`config.mk`:
```
export PLATFORM = sky130hd
export DESIGN_NAME = pulse_acc
export DESIGN_NICKNAME = d
export VERILOG_FILES = /design/src/rtl/pulse_acc_pkg.sv /design/src/rtl/pa_sync_edge.sv /design/src/rtl/pa_count.sv /design/src/rtl/pa_flags.sv /design/src/rtl/pulse_acc.sv
export SDC_FILE = /design/constraint.sdc
export NUM_CORES = 1
export LEC_CHECK = 0
export CORE_AREA = 2 2 53 55
export CTS_BUF_LIST = sky130_fd_sc_hd__clkbuf_16
export DETAILED_ROUTE_END_ITERATION = 12
export DIE_AREA = 0 0 55 57
export PLACE_DENSITY = 0.83
export SLEW_MARGIN = 20
export SYNTH_ARGS = -nofsm -noshare
export SYNTH_HDL_FRONTEND = slang
export SYNTH_SLANG_ARGS = --single-unit
```
`constraint.sdc`:
```
create_clock -name clk_i -period 2.5 [get_ports clk_i]
set_input_delay 0.5 -clock clk_i [delete_from_list [all_inputs] [get_ports clk_i]]
set_output_delay 0.5 -clock clk_i [all_outputs]
set_load 0.005 [all_outputs]
```
`src/rtl/pulse_acc_pkg.sv`:
```
package pulse_acc_pkg;
  localparam int DATA_W = 8;
  typedef enum logic [1:0] {
    REG_CNT  = 2'd0,
    REG_MASK = 2'd1,
    REG_FLAG = 2'd2,
    REG_NONE = 2'd3
  } reg_sel_e;
  localparam int OVF_BIT = 5;
  localparam int EDG_BIT = 4;
  localparam logic [DATA_W-1:0] MASK_KEEP = 8'hF3;
endpackage

```
`src/rtl/pa_sync_edge.sv`:
```
module pa_sync_edge #(
  parameter int STAGES = 2
) (
  input  logic clk_i,
  input  logic rst_ni,
  input  logic pulse_i,
  input  logic active_high_i,
  output logic level_o,
  output logic act_edge_o,
  output logic inact_edge_o
);
  logic [STAGES:0] sh_q;
  logic cur_lvl, prev_lvl;

  always_ff @(posedge clk_i or negedge rst_ni) begin
    if (!rst_ni) sh_q <= '0;
    else         sh_q <= {sh_q[STAGES-1:0], pulse_i};
  end

  assign cur_lvl      = active_high_i ? sh_q[STAGES-1] : ~sh_q[STAGES-1];
  assign prev_lvl     = active_high_i ? sh_q[STAGES]   : ~sh_q[STAGES];
  assign level_o      = cur_lvl;
  assign act_edge_o   = cur_lvl & ~prev_lvl;
  assign inact_edge_o = ~cur_lvl & prev_lvl;

  AST_EDGE_EXCLUSIVE: assert property (@(posedge clk_i) disable iff (!rst_ni)
    $onehot0({act_edge_o, inact_edge_o}));
endmodule

```
`src/rtl/pa_count.sv`:
```
module pa_count #(
  parameter int DW  = 8,
  parameter int DIV = 64
) (
  input  logic          clk_i,
  input  logic          rst_ni,
  input  logic          gated_i,
  input  logic          level_i,
  input  logic          act_edge_i,
  input  logic          wr_i,
  input  logic [DW-1:0] wdata_i,
  output logic [DW-1:0] cnt_o,
  output logic          wrap_o
);
  localparam int DIVW = (DIV > 1) ? $clog2(DIV) : 1;
  localparam logic [DIVW-1:0] DIV_LAST = DIVW'(DIV - 1);

  logic [DIVW-1:0] div_q;
  logic [DW-1:0]   cnt_q;
  logic            tick, inc;

  assign tick = (div_q == DIV_LAST);

  always_ff @(posedge clk_i or negedge rst_ni) begin
    if (!rst_ni)   div_q <= '0;
    else if (tick) div_q <= '0;
    else           div_q <= div_q + 1'b1;
  end

  assign inc = gated_i ? (tick & level_i) : act_edge_i;

  // count has no reset by design
  always_ff @(posedge clk_i) begin
    if (wr_i)     cnt_q <= wdata_i;
    else if (inc) cnt_q <= cnt_q + 1'b1;
  end

  assign cnt_o  = cnt_q;
  assign wrap_o = inc & ~wr_i & (&cnt_q);

  AST_WRITE_WINS: assert property (@(posedge clk_i) disable iff (!rst_ni)
    wr_i |=> (cnt_q == $past(wdata_i)));
  AST_WRAP_ZERO: assert property (@(posedge clk_i) disable iff (!rst_ni)
    wrap_o |=> (cnt_q == '0));
  AST_GATED_RATE: assert property (@(posedge clk_i) disable iff (!rst_ni)
    (gated_i && !wr_i && !tick) |=> $stable(cnt_q));
endmodule

```
`src/rtl/pa_flags.sv`:
```
module pa_flags #(
  parameter int N = 2
) (
  input  logic         clk_i,
  input  logic         rst_ni,
  input  logic [N-1:0] set_i,
  input  logic [N-1:0] clr_i,
  input  logic [N-1:0] en_i,
  output logic [N-1:0] flag_o,
  output logic         irq_o
);
  logic [N-1:0] flag_q;

  // set takes priority over a coincident clear
  always_ff @(posedge clk_i or negedge rst_ni) begin
    if (!rst_ni) flag_q <= '0;
    else         flag_q <= (flag_q & ~clr_i) | set_i;
  end

  assign flag_o = flag_q;
  assign irq_o  = |(flag_q & en_i);

  AST_SET_STICKY: assert property (@(posedge clk_i) disable iff (!rst_ni)
    (set_i != '0) |=> ((flag_q & $past(set_i)) == $past(set_i)));
  AST_CLR_TAKES: assert property (@(posedge clk_i) disable iff (!rst_ni)
    ((clr_i & ~set_i) != '0) |=> ((flag_q & $past(clr_i & ~set_i)) == '0));
  AST_FLAG_HOLD: assert property (@(posedge clk_i) disable iff (!rst_ni)
    ((set_i | clr_i) == '0) |=> $stable(flag_q));
endmodule

```
`src/rtl/pulse_acc.sv`:
```
module pulse_acc
  import pulse_acc_pkg::*;
#(
  parameter int PRESCALE    = 64,
  parameter int SYNC_STAGES = 2
) (
  input  logic              clk_i,
  input  logic              rst_ni,
  input  logic              pulse_i,
  input  logic              edge_rise_i,
  input  logic              gated_i,
  input  logic [1:0]        addr_i,
  input  logic              we_i,
  input  logic [DATA_W-1:0] wdata_i,
  output logic [DATA_W-1:0] rdata_o,
  output logic              irq_o
);
  localparam int NFLAG = 2; // index 1 overflow, index 0 input

  reg_sel_e          sel;
  logic              level, act_edge, inact_edge, wrap;
  logic [DATA_W-1:0] cnt, mask_q;
  logic [NFLAG-1:0]  fl_set, fl_clr, fl_en, fl_q;

  assign sel = reg_sel_e'(addr_i);

  pa_sync_edge #(.STAGES(SYNC_STAGES)) u_sync (
    .clk_i, .rst_ni, .pulse_i,
    .active_high_i(edge_rise_i),
    .level_o(level), .act_edge_o(act_edge), .inact_edge_o(inact_edge)
  );

  pa_count #(.DW(DATA_W), .DIV(PRESCALE)) u_cnt (
    .clk_i, .rst_ni, .gated_i,
    .level_i(level), .act_edge_i(act_edge),
    .wr_i(we_i && sel == REG_CNT), .wdata_i,
    .cnt_o(cnt), .wrap_o(wrap)
  );

  always_ff @(posedge clk_i or negedge rst_ni) begin
    if (!rst_ni)                      mask_q <= '0;
    else if (we_i && sel == REG_MASK) mask_q <= wdata_i & MASK_KEEP;
  end

  assign fl_set = {wrap, gated_i ? inact_edge : act_edge};
  assign fl_clr = {wdata_i[OVF_BIT], wdata_i[EDG_BIT]} & {NFLAG{we_i && sel == REG_FLAG}};
  assign fl_en  = {mask_q[OVF_BIT], mask_q[EDG_BIT]};

  pa_flags #(.N(NFLAG)) u_flags (
    .clk_i, .rst_ni,
    .set_i(fl_set), .clr_i(fl_clr), .en_i(fl_en),
    .flag_o(fl_q), .irq_o
  );

  always_comb begin
    rdata_o = '0;
    unique case (sel)
      REG_CNT:  rdata_o = cnt;
      REG_MASK: rdata_o = mask_q;
      REG_FLAG: begin
        rdata_o[OVF_BIT] = fl_q[1];
        rdata_o[EDG_BIT] = fl_q[0];
      end
      default:  rdata_o = '0;
    endcase
  end

  AST_IRQ_POLLED: assert property (@(posedge clk_i) disable iff (!rst_ni)
    (mask_q[OVF_BIT] == 1'b0 && mask_q[EDG_BIT] == 1'b0) |-> !irq_o);
  AST_MASK_UNUSED: assert property (@(posedge clk_i) disable iff (!rst_ni)
    (mask_q[3:2] == 2'b00));
endmodule

```
Word level (Yosys, flattened, before mapping)
Index checks and enable logic that the tools add are counted.
{ "op_classes": {"n_addsub": 2, "n_eq_ne": 3, "muxes": 10, "n_bitwise": 15, "n_reduce_logical": 7} }
{ "ops": {"columns": ["op", "count"], "rows": [
  ["$mux 8", 2],
  ["$add 8x1->8 const B", 1],
  ["$pmux 4 s2", 1],
  ["$reduce_and 8->1", 1],
  ["$add 6x1->6 const B", 1],
  ["$and 2x2->2", 3],
  ["$eq 6x6->1 const B", 1],
  ["$mux 6", 1],
  ["$pmux 2 s3", 1],
  ["$and 1x1->1", 5],
  ["$not 1->1", 5],
  ["$mux 1", 4],
  ["$pmux 2 s2", 1],
  ["$logic_and 1x1->1", 3],
  ["$eq 2x1->1 const B", 1],
  ["$eq 2x2->1 const B", 1],
  ["$logic_not 2->1", 1],
  ["$not 2->2", 1],
  ["$or 2x2->2", 1],
  ["$reduce_bool 2->1", 1],
  ["$reduce_or 2->1", 1]
]} }
{ "word_totals": {"regBits": 25, "input_bits": 16, "output_inout_bits": 9} }

Longest topological paths before layout
{ "depth": {"word_depth": 8, "mapped_depth": 5} }

Modules after synthesis
Synthesis repeated with hierarchy kept, for this count alone.
{ "hier_totals": {"hier_cells": 120, "hier_area_um2": 1330.0} }
{ "by_module_without_submodules": {"columns": ["mod", "n_inst", "cells_each", "area_per_inst_um2"], "rows": [
  ["pa_count", 1, 70, 728.2],
  ["pulse_acc", 1, 35, 401.6],
  ["pa_sync_edge", 1, 8, 117.6],
  ["pa_flags", 1, 7, 82.6]
]} }

Worst setup path before layout
Ideal clock, no wire load.
{ "synth_timing": {"path_kind": "register to register", "start": "register u_cnt.div_q[0]", "end": "register u_cnt.cnt_q[0] (netlist: u_cnt.cnt_o[0]), enable pin", "setup_ps": 282, "arrival_ps": 1368, "required_time_ps": 2218, "slack_ps": 850, "stages_incl_launch_ff": 6, "synth_period_minus_slack_ps": 1650, "path_cell_list": "dfrtp_1 ha_1 nand3_1 o22ai_1 a22oi_1 or2b_1"} }
{ "synth_between": {"elab_chain_len": 4} }
{ "synth_rtl": {"columns": ["element", "line_no", "source"], "rows": [
  ["start: declaration", "pa_count.sv:18", "logic [DIVW-1:0] div_q;"],
  ["start signal: assignment", "pa_count.sv:27", "else div_q <= div_q + 1'b1;"],
  ["$eq 6x6->1", "pa_count.sv:22", "assign tick = (div_q == DIV_LAST);"],
  ["$and 1x1->1", "pa_count.sv:30", "assign inc = gated_i ? (tick & level_i) : act_edge_i;"],
  ["$mux 1", "pa_count.sv:30", null],
  ["$reduce_bool 2->1 (no source line)", null, null],
  ["end signal: assignment", "pa_count.sv:34", "if (wr_i) cnt_q <= wdata_i;"],
  ["end signal: assignment", "pa_count.sv:35", "else if (inc) cnt_q <= cnt_q + 1'b1;"],
  ["end: declaration", "pa_count.sv:19", "logic [DW-1:0] cnt_q;"]
]} }
Every way passes these cells.
A chain may end at the register's enable or synchronous reset.

Worst setup path after layout
{ "layout_timing": {"start": "input port addr_i[0]", "end": "output port rdata_o[5]"} }
{ "layout_between": {"elab_chain_len": 2, "elab_cells_between_ends": 4} }
{ "layout_rtl": {"columns": ["element", "line_no", "source"], "rows": [
  ["start: declaration", "pulse_acc.sv:12", "input logic [1:0] addr_i,"],
  ["$eq 2x2->1 (tied with other cells)", "pulse_acc.sv:57", "unique case (sel)"],
  ["$pmux 2 s3 *", "pulse_acc.sv:57", null],
  ["end: declaration", "pulse_acc.sv:15", "output logic [DATA_W-1:0] rdata_o,"]
]} }
Mark *: on every way between the ends. The rest lies on a longest branch, timed or not.

==> summary.txt <==
Global routing
  – Vias in the first global route: 1041
  – Met1 GRT Util: a little over a fifth
  – Antenna violations before repair: 0
  – Largest net degree at the start of global routing: 18
  – M3 GR Usage: under 10%
  – GR Util All Layers: 20.2%
  – M2 GR Usage: between 30% and 40%
  – Global-route wire length before repair: between 4000 and 5000 um
  – Remaining global-route overflow: 0
  – Layer with the highest usage: met2

Cells and area
  – Cell area after layout: 1670 um^2
  – Final core utilization: between 60 and 70%
  – FILL cells: ~200
  – Number of diodes: 0
  – FF/Latch Area: between 600 and 700 um^2
  – Area Overhead vs Synth: 28.9%
  – Fin nets: 168
  – Share of cells above drive strength 1: 10.1%
  – Area of the multi-input gates: a little under 600 um^2

Detailed routing
  – WL per Instance: roughly 15 um
  – Initial DRC Count: 15
  – Routed Antenna Nets: 0
  – Vias per cell: 5.53
  – Vias post-DR: approximately 1000
  – WL final: roughly 2800 um
  – Drt pass-1 iters: 4
  – Residual DRC: 0

Floorplanning
  – Row cnt: 19
  – Std-Cell Core Area: around 2600 um^2
  – Starting density of the core: about half
  – DIE WIDTH: ~55 um
  – Overall die height: 57 um
  – Number of I/O pins: 25
  – Die ar.: roughly 3100 um^2

Timing
  – Max-slew violation count: 0
  – Final hold slack: ~0.36 ns
  – Minimum clock period: ~2.4 ns
  – Slew @ Worst Pin: 0.755 ns
  – Endpoints failing setup: 0
  – Fin. Hold Viols: 0
  – Worst Skew: between 0.002 and 0.003 ns
  – Fin Setup TNS: 0 ns
  – Worst slew margin: 49.5%
  – Final worst-path cycle share: 96.8%
  – Maximum clock rate: about 410 MHz
  – RSZ-0062 raised after global routing: false

Clock tree
  – Post-CTS Hold Buffers: 0
  – TritonCTS clock tree: yes
  – PostCTS Resize Cnt: 0
  – H-tree depth: 1
  – Maximum clock path buffer count: 2
  – Root Driver: clkbuf_16
  – Total CTS buffers: 3
  – Post-CTS Setup Repair Bufs: 0
  – Worst-path clk slew: around 0.06 ns
  – Clock Sinks: 25
  – Clk Latency, worst-skew pair: about 0.26 ns

Setup path
  – R2r worst-path depth: 5
  – WS Path Type: primary input to primary output
  – Max FO, Critical Path: 4
  – WP data required: ~2 ns
  – Critical Path Source Type: primary input
  – R2R Path End: u_cnt.cnt_o[2]
  – CP arrival: roughly 1.9 ns
  – Reg-to-reg slack, setup: roughly 0.63 ns
  – Worst r2r src: u_cnt.div_q[0]
  – CP endpoint kind: primary output

Synthesis
  – Synth Area in Compound Gates: a little over a tenth
  – Synthesized cell area: 1300 um^2
  – Asr flop ratio synth: 68.0%
  – Count of state elements after synthesis: 25
  – Yosys warnings: 0
  – Post-synthesis simple-gate area fraction: 17.5%
  – Synth top cells by count: 18 x nand2_1, 17 x dfrtp_1, 13 x o21ai_0, 8 x edfxtp_1, 8 x nor2_1
  – Syn Area/Cell: 10.8 um^2
  – Adder-cell share of the synthesized area: just under 2%
  – Most numerous cell in the Yosys netlist: nand2_1
  – Largest family of logic cells by synthesized area: simple AND/OR/NAND/NOR gates
  – Post-Synthesis Cells: 120
  – Mux cell area share after synthesis: 8.97%
  – Sequential-to-total area share from yosys stat: 51.3%
  – Area share of the largest cell type after synthesis: ~33%
  – Post-synth EDFFs: 8
  – Xor and xnor area share after synthesis: 6.75%
  – Area leader, netlist: dfrtp_1
  – Syn Nets: between 100 and 150
  – Main synth FF type: dfrtp_1
  – Area contributors post-synth: dfrtp_1 33%, edfxtp_1 19%, nand2_1 5.2%
  – Post-synth cell types: 32

Run
  – Max cap viols: 0

Placement
  – Routability cong.: about 0.75
  – I/O Buffers: 24
  – DP Wirelength: between 2000 and 2500 um
  – Placed instance area: 1590 um^2

Power and ir drop
  – Maximum vdd drop: slightly below 0.5 mV
  – Leak pwr: approximately 0.68 nW
  – Power per Cell Area: 602 nW/um^2

Worst hold path
  – Hold-critical path endpoint: u_sync.sh_q[1]
  – Min-delay worst type: register to register
  – Hold Startpoint: u_sync.sh_q[0]
  – Hold Path Cell Cnt: 0

Run status
  – Status: finished clean
==> sequential cells by signal, summed over array words and instances (netlist names) <==
| name | count |
|---|---|
| u_cnt.cnt_o | 8 |
| mask_q | 6 |
| u_cnt.div_q | 6 |
| u_sync.sh_q | 3 |
| u_flags.flag_o | 2 |
==> power by group <==
part	internal [mW]	switching (mW)	leakage, nW
Combinational	0.0929	0.0655	0.365
Clock	0.218	0.144	0.0414
Sequential	0.460	0.0272	0.275
==> placed cells by master (no fill, tap or decap), types with 3 or more instances in the layout <==
cell / netlist / routed
o21ai_0: 13 / 13
xnor2_1: 3 / 3
inv_1: 3 / 3
nand3_1: 6 / 6
buf_4: 1 / 3
edfxtp_1: 8 / 8
mux2i_1: 6 / 6
mux2_2: 4 / 4
nor2_1: 8 / 8
xor2_1: 7 / 7
nand2_1: 18 / 18
clkdlybuf4s50_1: 0 / 23
clkbuf_16: 0 / 3
dfrtp_1: 17 / 17
==> critical path: stages <==
cell and delay (ns):
clkdlybuf4s50_1 0.56, and2b_1 0.20, nand2_1 0.06, o21ai_0 0.08, clkdlybuf4s50_1 0.52
==> layer usage <==
layer / share of wire, % / vias up / routed length [um]
met1: 40 / 477 / 1100
met3: 4.0 / 10 / 111
li1: - / 483 / -
met5: 0 / - / 0
met4: 3.3 / 0 / 92
met2: 53 / 26 / 1460
==> cells by family after synthesis <==
family	Yosys count
AO/OA/AOI/OAI	22
adder cells (fa/ha/maj)	2
flip-flops	25
buffers and inverters	6
AND/OR/NAND/NOR	44
multiplexers	11
XOR/XNOR	10
==> cell type report <==
type,count,share of cell area [%]
sequential,25,39.8
clock inverter,1,0.374
timing repair buffer,28,17.1
inverter,3,0.673
clock buffer,3,4.49
tap,31,2.32
multi-input combinational,89,35.3
==> through the flow <==
step	power (mW)	instances	setup WS, ns
after global routing	1.05	180	0.00585
after global placement	0.644	176	0.108
after floorplan	0.566	120	0.850
final	1.01	180	0.0788
after CTS	1.02	180	0.0612
after detailed placement	0.652	176	0.0699
==> worst max path at each step <==
stage | start | endpoint | slack (ns) | cells past startpoint
floorplan | u_cnt.div_q[0] | u_cnt.cnt_o[0] | 0.85 | 5
global placement | addr_i[1] | rdata_o[2] | 0.11 | 4
detailed placement | addr_i[1] | rdata_o[5] | 0.07 | 5
CTS | addr_i[1] | rdata_o[5] | 0.06 | 5
global route | addr_i[0] | rdata_o[5] | 0.006 | 5
finish | addr_i[0] | rdata_o[5] | 0.08 | 5
Note: power is estimated with default switching activity, not from simulation.
